[config.mk]
export PLATFORM = sky130hd
export DESIGN_NAME = wide_umul_unit
export DESIGN_NICKNAME = d
export VERILOG_FILES = /design/src/rtl/wmul_pkg.sv /design/src/rtl/wmul_seq.sv /design/src/rtl/wmul_datapath.sv /design/src/rtl/wmul_flag_gen.sv /design/src/rtl/wide_umul_unit.sv
export SDC_FILE = /design/constraint.sdc
export NUM_CORES = 1
export LEC_CHECK = 0
export CORE_ASPECT_RATIO = 2
export CORE_MARGIN = 3
export CORE_UTILIZATION = 55
export CTS_BUF_LIST = sky130_fd_sc_hd__clkbuf_16
export CTS_CLUSTER_DIAMETER = 200
export DETAILED_ROUTE_END_ITERATION = 8
export DONT_BUFFER_PORTS = 1
export HOLD_SLACK_MARGIN = 0.08
export MAX_ROUTING_LAYER = met4
export PLACE_DENSITY = 0.7
export REMOVE_ABC_BUFFERS = 1
export SLEW_MARGIN = 20
export SYNTH_ARGS = -nofsm -noshare
export SYNTH_HDL_FRONTEND = slang
export SYNTH_SLANG_ARGS = --single-unit
[constraint.sdc]
create_clock -name clk -period 15 [get_ports clk]
set_input_delay 2.25 -clock clk [delete_from_list [all_inputs] [get_ports clk]]
set_output_delay 2.25 -clock clk [all_outputs]
set_load 0.005 [all_outputs]
[src/rtl/wmul_pkg.sv]
package wmul_pkg;

  // flag vector bit positions
  localparam int unsigned FLG_N = 3;
  localparam int unsigned FLG_Z = 2;
  localparam int unsigned FLG_C = 1;
  localparam int unsigned FLG_V = 0;
  localparam int unsigned FLG_W = 4;

  typedef enum logic {SEQ_IDLE, SEQ_RUN} seq_state_e;

  // Replace N and Z when upd is set; C and V always pass through.
  function automatic logic [FLG_W-1:0] merge_flags(
    input logic [FLG_W-1:0] old_f,
    input logic             upd,
    input logic             neg,
    input logic             zero
  );
    logic [FLG_W-1:0] f;
    f = old_f;
    if (upd) begin
      f[FLG_N] = neg;
      f[FLG_Z] = zero;
    end
    return f;
  endfunction

endpackage

[src/rtl/wmul_seq.sv]
module wmul_seq
  import wmul_pkg::*;
#(
  parameter int unsigned STEPS      = 4,
  parameter bit          EARLY_EXIT = 1'b1,
  localparam int unsigned CNT_W     = (STEPS > 1) ? $clog2(STEPS) : 1
) (
  input  logic             clk,
  input  logic             rst_n,
  input  logic             start,
  input  logic             rest_zero,
  output logic             accept,
  output logic             step,
  output logic             finish,
  output logic [CNT_W-1:0] idx,
  output logic             busy,
  output logic             done
);

  localparam logic [CNT_W-1:0] LAST_IDX = CNT_W'(STEPS - 1);

  seq_state_e state_q;
  logic       exit_ok;

  generate
    if (EARLY_EXIT) begin : g_early
      assign exit_ok = rest_zero;
    end else begin : g_full
      assign exit_ok = 1'b0;
    end
  endgenerate

  assign busy   = (state_q == SEQ_RUN);
  assign accept = start && (state_q == SEQ_IDLE);
  assign step   = busy;
  assign finish = busy && ((idx == LAST_IDX) || exit_ok);

  always_ff @(posedge clk or negedge rst_n) begin
    if (!rst_n) begin
      state_q <= SEQ_IDLE;
      idx     <= '0;
      done    <= 1'b0;
    end else begin
      done <= 1'b0;
      case (state_q)
        SEQ_IDLE: begin
          if (accept) begin
            state_q <= SEQ_RUN;
            idx     <= '0;
          end
        end
        SEQ_RUN: begin
          if (finish) begin
            state_q <= SEQ_IDLE;
            done    <= 1'b1;
          end else begin
            idx <= idx + 1'b1;
          end
        end
        default: state_q <= SEQ_IDLE;
      endcase
    end
  end

endmodule

[src/rtl/wmul_datapath.sv]
module wmul_datapath #(
  parameter int unsigned DATA_W  = 32,
  parameter int unsigned DIGIT_W = 8,
  parameter int unsigned CNT_W   = 2,
  localparam int unsigned ACC_W  = 2 * DATA_W,
  localparam int unsigned PP_W   = DATA_W + DIGIT_W
) (
  input  logic              clk,
  input  logic              rst_n,
  input  logic              load,
  input  logic              step,
  input  logic [CNT_W-1:0]  idx,
  input  logic [DATA_W-1:0] mcand,
  input  logic [DATA_W-1:0] mplier,
  output logic [ACC_W-1:0]  acc_nxt,
  output logic              rest_zero
);

  logic [DATA_W-1:0] mc_q;
  logic [DATA_W-1:0] rem_q;
  logic [ACC_W-1:0]  acc_q;
  logic [PP_W-1:0]   row [DIGIT_W];
  logic [PP_W-1:0]   pp;
  logic [ACC_W-1:0]  pp_shifted;

  // one gated, shifted copy of the multiplicand per digit bit
  generate
    for (genvar g = 0; g < DIGIT_W; g++) begin : g_row
      assign row[g] = rem_q[g] ? (PP_W'(mc_q) << g) : '0;
    end
  endgenerate

  always_comb begin
    pp = '0;
    for (int k = 0; k < DIGIT_W; k++) begin
      pp = pp + row[k];
    end
  end

  assign pp_shifted = {{(ACC_W - PP_W){1'b0}}, pp} << (int'(idx) * DIGIT_W);
  assign acc_nxt    = acc_q + pp_shifted;
  assign rest_zero  = ((rem_q >> DIGIT_W) == '0);

  always_ff @(posedge clk or negedge rst_n) begin
    if (!rst_n) begin
      mc_q  <= '0;
      rem_q <= '0;
      acc_q <= '0;
    end else if (load) begin
      mc_q  <= mcand;
      rem_q <= mplier;
      acc_q <= '0;
    end else if (step) begin
      rem_q <= rem_q >> DIGIT_W;
      acc_q <= acc_nxt;
    end
  end

endmodule

[src/rtl/wmul_flag_gen.sv]
module wmul_flag_gen
  import wmul_pkg::*;
#(
  parameter int unsigned DATA_W = 32,
  localparam int unsigned ACC_W = 2 * DATA_W
) (
  input  logic [ACC_W-1:0] result,
  input  logic             cond_ok,
  input  logic             set_flags,
  input  logic [FLG_W-1:0] old_flags,
  output logic [FLG_W-1:0] new_flags
);

  logic upd;
  logic neg;
  logic zero;

  assign upd  = cond_ok && set_flags;
  assign neg  = result[ACC_W-1];
  assign zero = (result[ACC_W-1:DATA_W] == '0) && (result[DATA_W-1:0] == '0);

  assign new_flags = merge_flags(old_flags, upd, neg, zero);

endmodule

[src/rtl/wide_umul_unit.sv]
module wide_umul_unit
  import wmul_pkg::*;
#(
  parameter int unsigned DATA_W     = 32,
  parameter int unsigned DIGIT_W    = 8,
  parameter bit          EARLY_EXIT = 1'b1,
  localparam int unsigned STEPS     = DATA_W / DIGIT_W,
  localparam int unsigned CNT_W     = (STEPS > 1) ? $clog2(STEPS) : 1,
  localparam int unsigned ACC_W     = 2 * DATA_W
) (
  input  logic              clk,
  input  logic              rst_n,
  input  logic              start_i,
  input  logic [DATA_W-1:0] mcand_i,
  input  logic [DATA_W-1:0] mplier_i,
  input  logic              cond_ok_i,
  input  logic              set_flags_i,
  input  logic [3:0]        flags_i,
  output logic              busy_o,
  output logic              done_o,
  output logic [DATA_W-1:0] hi_o,
  output logic [DATA_W-1:0] lo_o,
  output logic              hi_we_o,
  output logic              lo_we_o,
  output logic [3:0]        flags_o
);

  // named internal events, visible to the bound checker
  logic             accept_evt;
  logic             step_evt;
  logic             finish_evt;
  logic             rest_zero;
  logic [CNT_W-1:0] step_idx;
  logic [ACC_W-1:0] acc_nxt;
  logic [3:0]       flags_new;

  logic             cond_lat;
  logic             sf_lat;
  logic [3:0]       flags_lat;

  logic [DATA_W-1:0] hi_q, lo_q;
  logic              we_q;
  logic [3:0]        flags_q;

  wmul_seq #(
    .STEPS      (STEPS),
    .EARLY_EXIT (EARLY_EXIT)
  ) u_seq (
    .clk       (clk),
    .rst_n     (rst_n),
    .start     (start_i),
    .rest_zero (rest_zero),
    .accept    (accept_evt),
    .step      (step_evt),
    .finish    (finish_evt),
    .idx       (step_idx),
    .busy      (busy_o),
    .done      (done_o)
  );

  wmul_datapath #(
    .DATA_W  (DATA_W),
    .DIGIT_W (DIGIT_W),
    .CNT_W   (CNT_W)
  ) u_dp (
    .clk       (clk),
    .rst_n     (rst_n),
    .load      (accept_evt),
    .step      (step_evt),
    .idx       (step_idx),
    .mcand     (mcand_i),
    .mplier    (mplier_i),
    .acc_nxt   (acc_nxt),
    .rest_zero (rest_zero)
  );

  wmul_flag_gen #(
    .DATA_W (DATA_W)
  ) u_flags (
    .result    (acc_nxt),
    .cond_ok   (cond_lat),
    .set_flags (sf_lat),
    .old_flags (flags_lat),
    .new_flags (flags_new)
  );

  // capture control inputs at acceptance
  always_ff @(posedge clk or negedge rst_n) begin
    if (!rst_n) begin
      cond_lat  <= 1'b0;
      sf_lat    <= 1'b0;
      flags_lat <= '0;
    end else if (accept_evt) begin
      cond_lat  <= cond_ok_i;
      sf_lat    <= set_flags_i;
      flags_lat <= flags_i;
    end
  end

  // result and flag registers, loaded on the last step
  always_ff @(posedge clk or negedge rst_n) begin
    if (!rst_n) begin
      hi_q    <= '0;
      lo_q    <= '0;
      we_q    <= 1'b0;
      flags_q <= '0;
    end else begin
      we_q <= 1'b0;
      if (finish_evt) begin
        hi_q    <= acc_nxt[ACC_W-1:DATA_W];
        lo_q    <= acc_nxt[DATA_W-1:0];
        we_q    <= cond_lat;
        flags_q <= flags_new;
      end
    end
  end

  assign hi_o    = hi_q;
  assign lo_o    = lo_q;
  assign hi_we_o = we_q;
  assign lo_we_o = we_q;
  assign flags_o = flags_q;

endmodule

==> results_dict.tcl <==
set metrics [dict create \
    status "finished clean" \
    num_vias 17000 \
    crit_top_cell "fa_1" \
    diodes 0 \
    wirelength_um 64200 \
    path_max_fanout 33 \
    ctsHoldBuffers 0 \
    numPortBuffers 0 \
    start_util_pct 55.6 \
    cp_top_family "simple AND/OR/NAND/NOR gates" \
    htreeDepth 1 \
    ys_types 87 \
    r2r_cells 33 \
    r2r_start "u_dp.rem_q[2]" \
    grt_max_degree 208 \
    critPathLaunchType "flop" \
    tritoncts "built" \
    drive_above_1_share_pct 5.88 \
    met1_usage_pct 34.4 \
    synth_seq_cells 207 \
    slew-limit-headroom_pct 21.0 \
    numCtsBuffers 22 \
    globalplace.congestion 0.995 \
    hp-start "flags_lat[1]" \
    clkTransAtPathRegs_ns 0.06 \
    cts_max_path_buffers 3 \
    final.period_utilization_pct 72.5 \
    post_cts_buffers 0 \
    whs_path_depth 2 \
    reg2reg_slack_ns 4.12 \
    grt.overflow.total 0 \
    synth_top_area_share_pct 25.0 \
    synthCells 2329 \
    grt_pass1_wl_um 100000 \
    fin_skew_ns 0.0201 \
    syn-cell-area_um2 20700 \
    die_h_um 281 \
    fmax_mhz 91.9 \
    finalMaxSlewViolations 0 \
    ant_nets 0 \
    drcViolationCount 0 \
    post_cts_resized 0 \
    crit_arrival_ns 11.33 \
    crit_type "reg2reg" \
    end_kind "flop" \
    track_usage_pct 32.9 \
    areaGrowthSynthToFinish_pct 4.50 \
    mostFrequentLayoutCell "nand2_1" \
    rsz0062_at_grt "no" \
    fp.dieArea_um2 40200 \
    grt_pass1_vias 17900 \
    avgRoutedWirePerCell_um 23.6 \
    worst-path-buf-inv 2 \
    hold_end "flags_o[1]" \
    synth_edf_count 0 \
    grt.busiest_layer "met2" \
    cts_num_sinks 207 \
    required_ns 15.46 \
    drtPass1Iterations 7 \
    core_um2 37300 \
    timing_hold_violations_final 0 \
    met2_usage_pct 59.9 \
    setup_violations 0 \
    die_x_um 143 \
    min_period_ns 10.88 \
    vias_per_cell 6.24 \
    cp_slowest_cell "dfrtp_1" \
    tightest_slew_ns 1.19 \
    nNetsFinal 2621 \
    synth.avg_cell_area_um2 8.90 \
    synth_seq_area_share_pct 25.0 \
    io_pins 145 \
    rows 100 \
    root_buffer "clkbuf_16" \
    synth_area_leaders "dfrtp_1 25%, fa_1 18%, ha_1 7.2%" \
    tns_ns 0 \
    clock_latency_ns 0.55 \
    cap_violations 0 \
    drtIter0Drc 1015 \
    synthFlopType "dfrtp_1" \
    grt_antenna_before_repair 0 \
    cpPeakStageDelay_ns 1.11 \
    yosysTopAreaCell "dfrtp_1" \
    hpwl_um 50500 \
    hold_class "reg2reg" \
    synth_warnings 0 \
    synthArstFlopShare_pct 100 \
    r2r-end "flags_o[2]" \
    final_cell_mix "382 x nand2_1, 205 x dfrtp_1, 192 x and2_1" \
    met3_usage_pct 3.24 \
]
-- stage by stage --
stage          hold slack [ns]  setup WS, ns  util, %  cells  instance area, um^2
5_1_grt                  0.508          3.81     58.1   2721                21700
2_1_floorplan            0.435          6.90        -   2211                20200
6_report                 0.473          4.12     58.1   2721                21700
4_1_cts                  0.482          4.30     58.1   2721                21700
3_3_place_gp             0.447          4.63     56.1   2681                20900
3_5_place_dp             0.467          4.33     56.1   2681                20900
-- how the worst max path moves through the flow --
stage | from | to | slack (ns) | cells past startpoint
after floorplan | u_dp.rem_q[3] | flags_o[2] | 6.90 | 31
after global placement | u_dp.rem_q[2] | flags_o[2] | 4.63 | 33
after detailed placement | u_dp.rem_q[2] | flags_o[2] | 4.33 | 33
after CTS | u_dp.rem_q[2] | flags_o[2] | 4.30 | 33
after global routing | u_dp.rem_q[2] | flags_o[2] | 3.81 | 33
final | u_dp.rem_q[2] | flags_o[2] | 4.12 | 33
-- kinds of logic (layout without fill, tap and decap cells) --
group	Yosys count	count (layout)	synth area share, %
AO/OA/AOI/OAI	490	490	16.1
buffers and inverters	292	225	5.50
AND/OR/NAND/NOR	856	856	19.9
flip-flops	207	207	25.0
multiplexers	108	108	5.49
adder cells (fa/ha/maj)	302	302	24.8
XOR/XNOR	74	74	3.19
-- layout make-up --
class                   count  area, um^2
repair buffers             11        82.6
clock buffers              23         576
well taps                 459         574
clock inverters            17         163
inverters                 174         653
multi-input cells        1830       14400
flip-flops and latches    207        5180
fillers                  3387       15600
-- state kept, by name (all words and copies together), names as in the netlist --
name	cells
cond_lat	1
flags_lat	4
flags_o	4
hi_o	32
hi_we_o	1
lo_o	32
sf_lat	1
u_dp.acc_q	64
u_dp.mc_q	32
u_dp.rem_q	32
u_seq.busy	1
u_seq.done	1
u_seq.idx	2
-- worst reg2reg max path, delay by kind of cell, from the launching register on --
family	cells	cell delay (ns)
AND/OR/NAND/NOR	12	3.29
adder cells (fa/ha/maj)	6	2.99
AO/OA/AOI/OAI	10	2.81
flip-flops	1	1.11
XOR/XNOR	1	0.28
multiplexers	2	0.22
buffers and inverters	2	0.11
-- Yosys cell counts (7+ instances only) --
cell        n
a22o_1     49
nor4_1     13
xor2_1     27
inv_1     173
mux2_2     46
a21oi_2     8
or3_1      15
o211ai_1   15
clkbuf_1   91
a21boi_0    7
buf_1       9
nand2_1   382
xnor2_1    46
fa_1      183
o31ai_1     9
o21ai_1    10
and2_1    192
o21ai_0   106
nand4_1    25
nor2b_1     7
nor3_1     25
o22ai_1    16
a211oi_1   14
ha_1      119
nor2_1    115
mux2i_1    62
nand3_1    24
a211o_1     7
dfrtp_1   207
a21oi_1    99
a31oi_1    14
nand2b_1    9
and3_1     17
a21o_1     42
or2_2       7
o21a_1     20
buf_2      12
o21bai_1   20
-- routing by layer --
metal / vias to the layer above / wire length (um)
li1: 7751 / -
met1: 8448 / 22200
met2: 582 / 34800
met3: 208 / 2790
met4: 0 / 4340
met5: - / 0
Power is not shown: default switching activity piles up to over one toggle a cycle in this logic, so the estimate is an artifact.
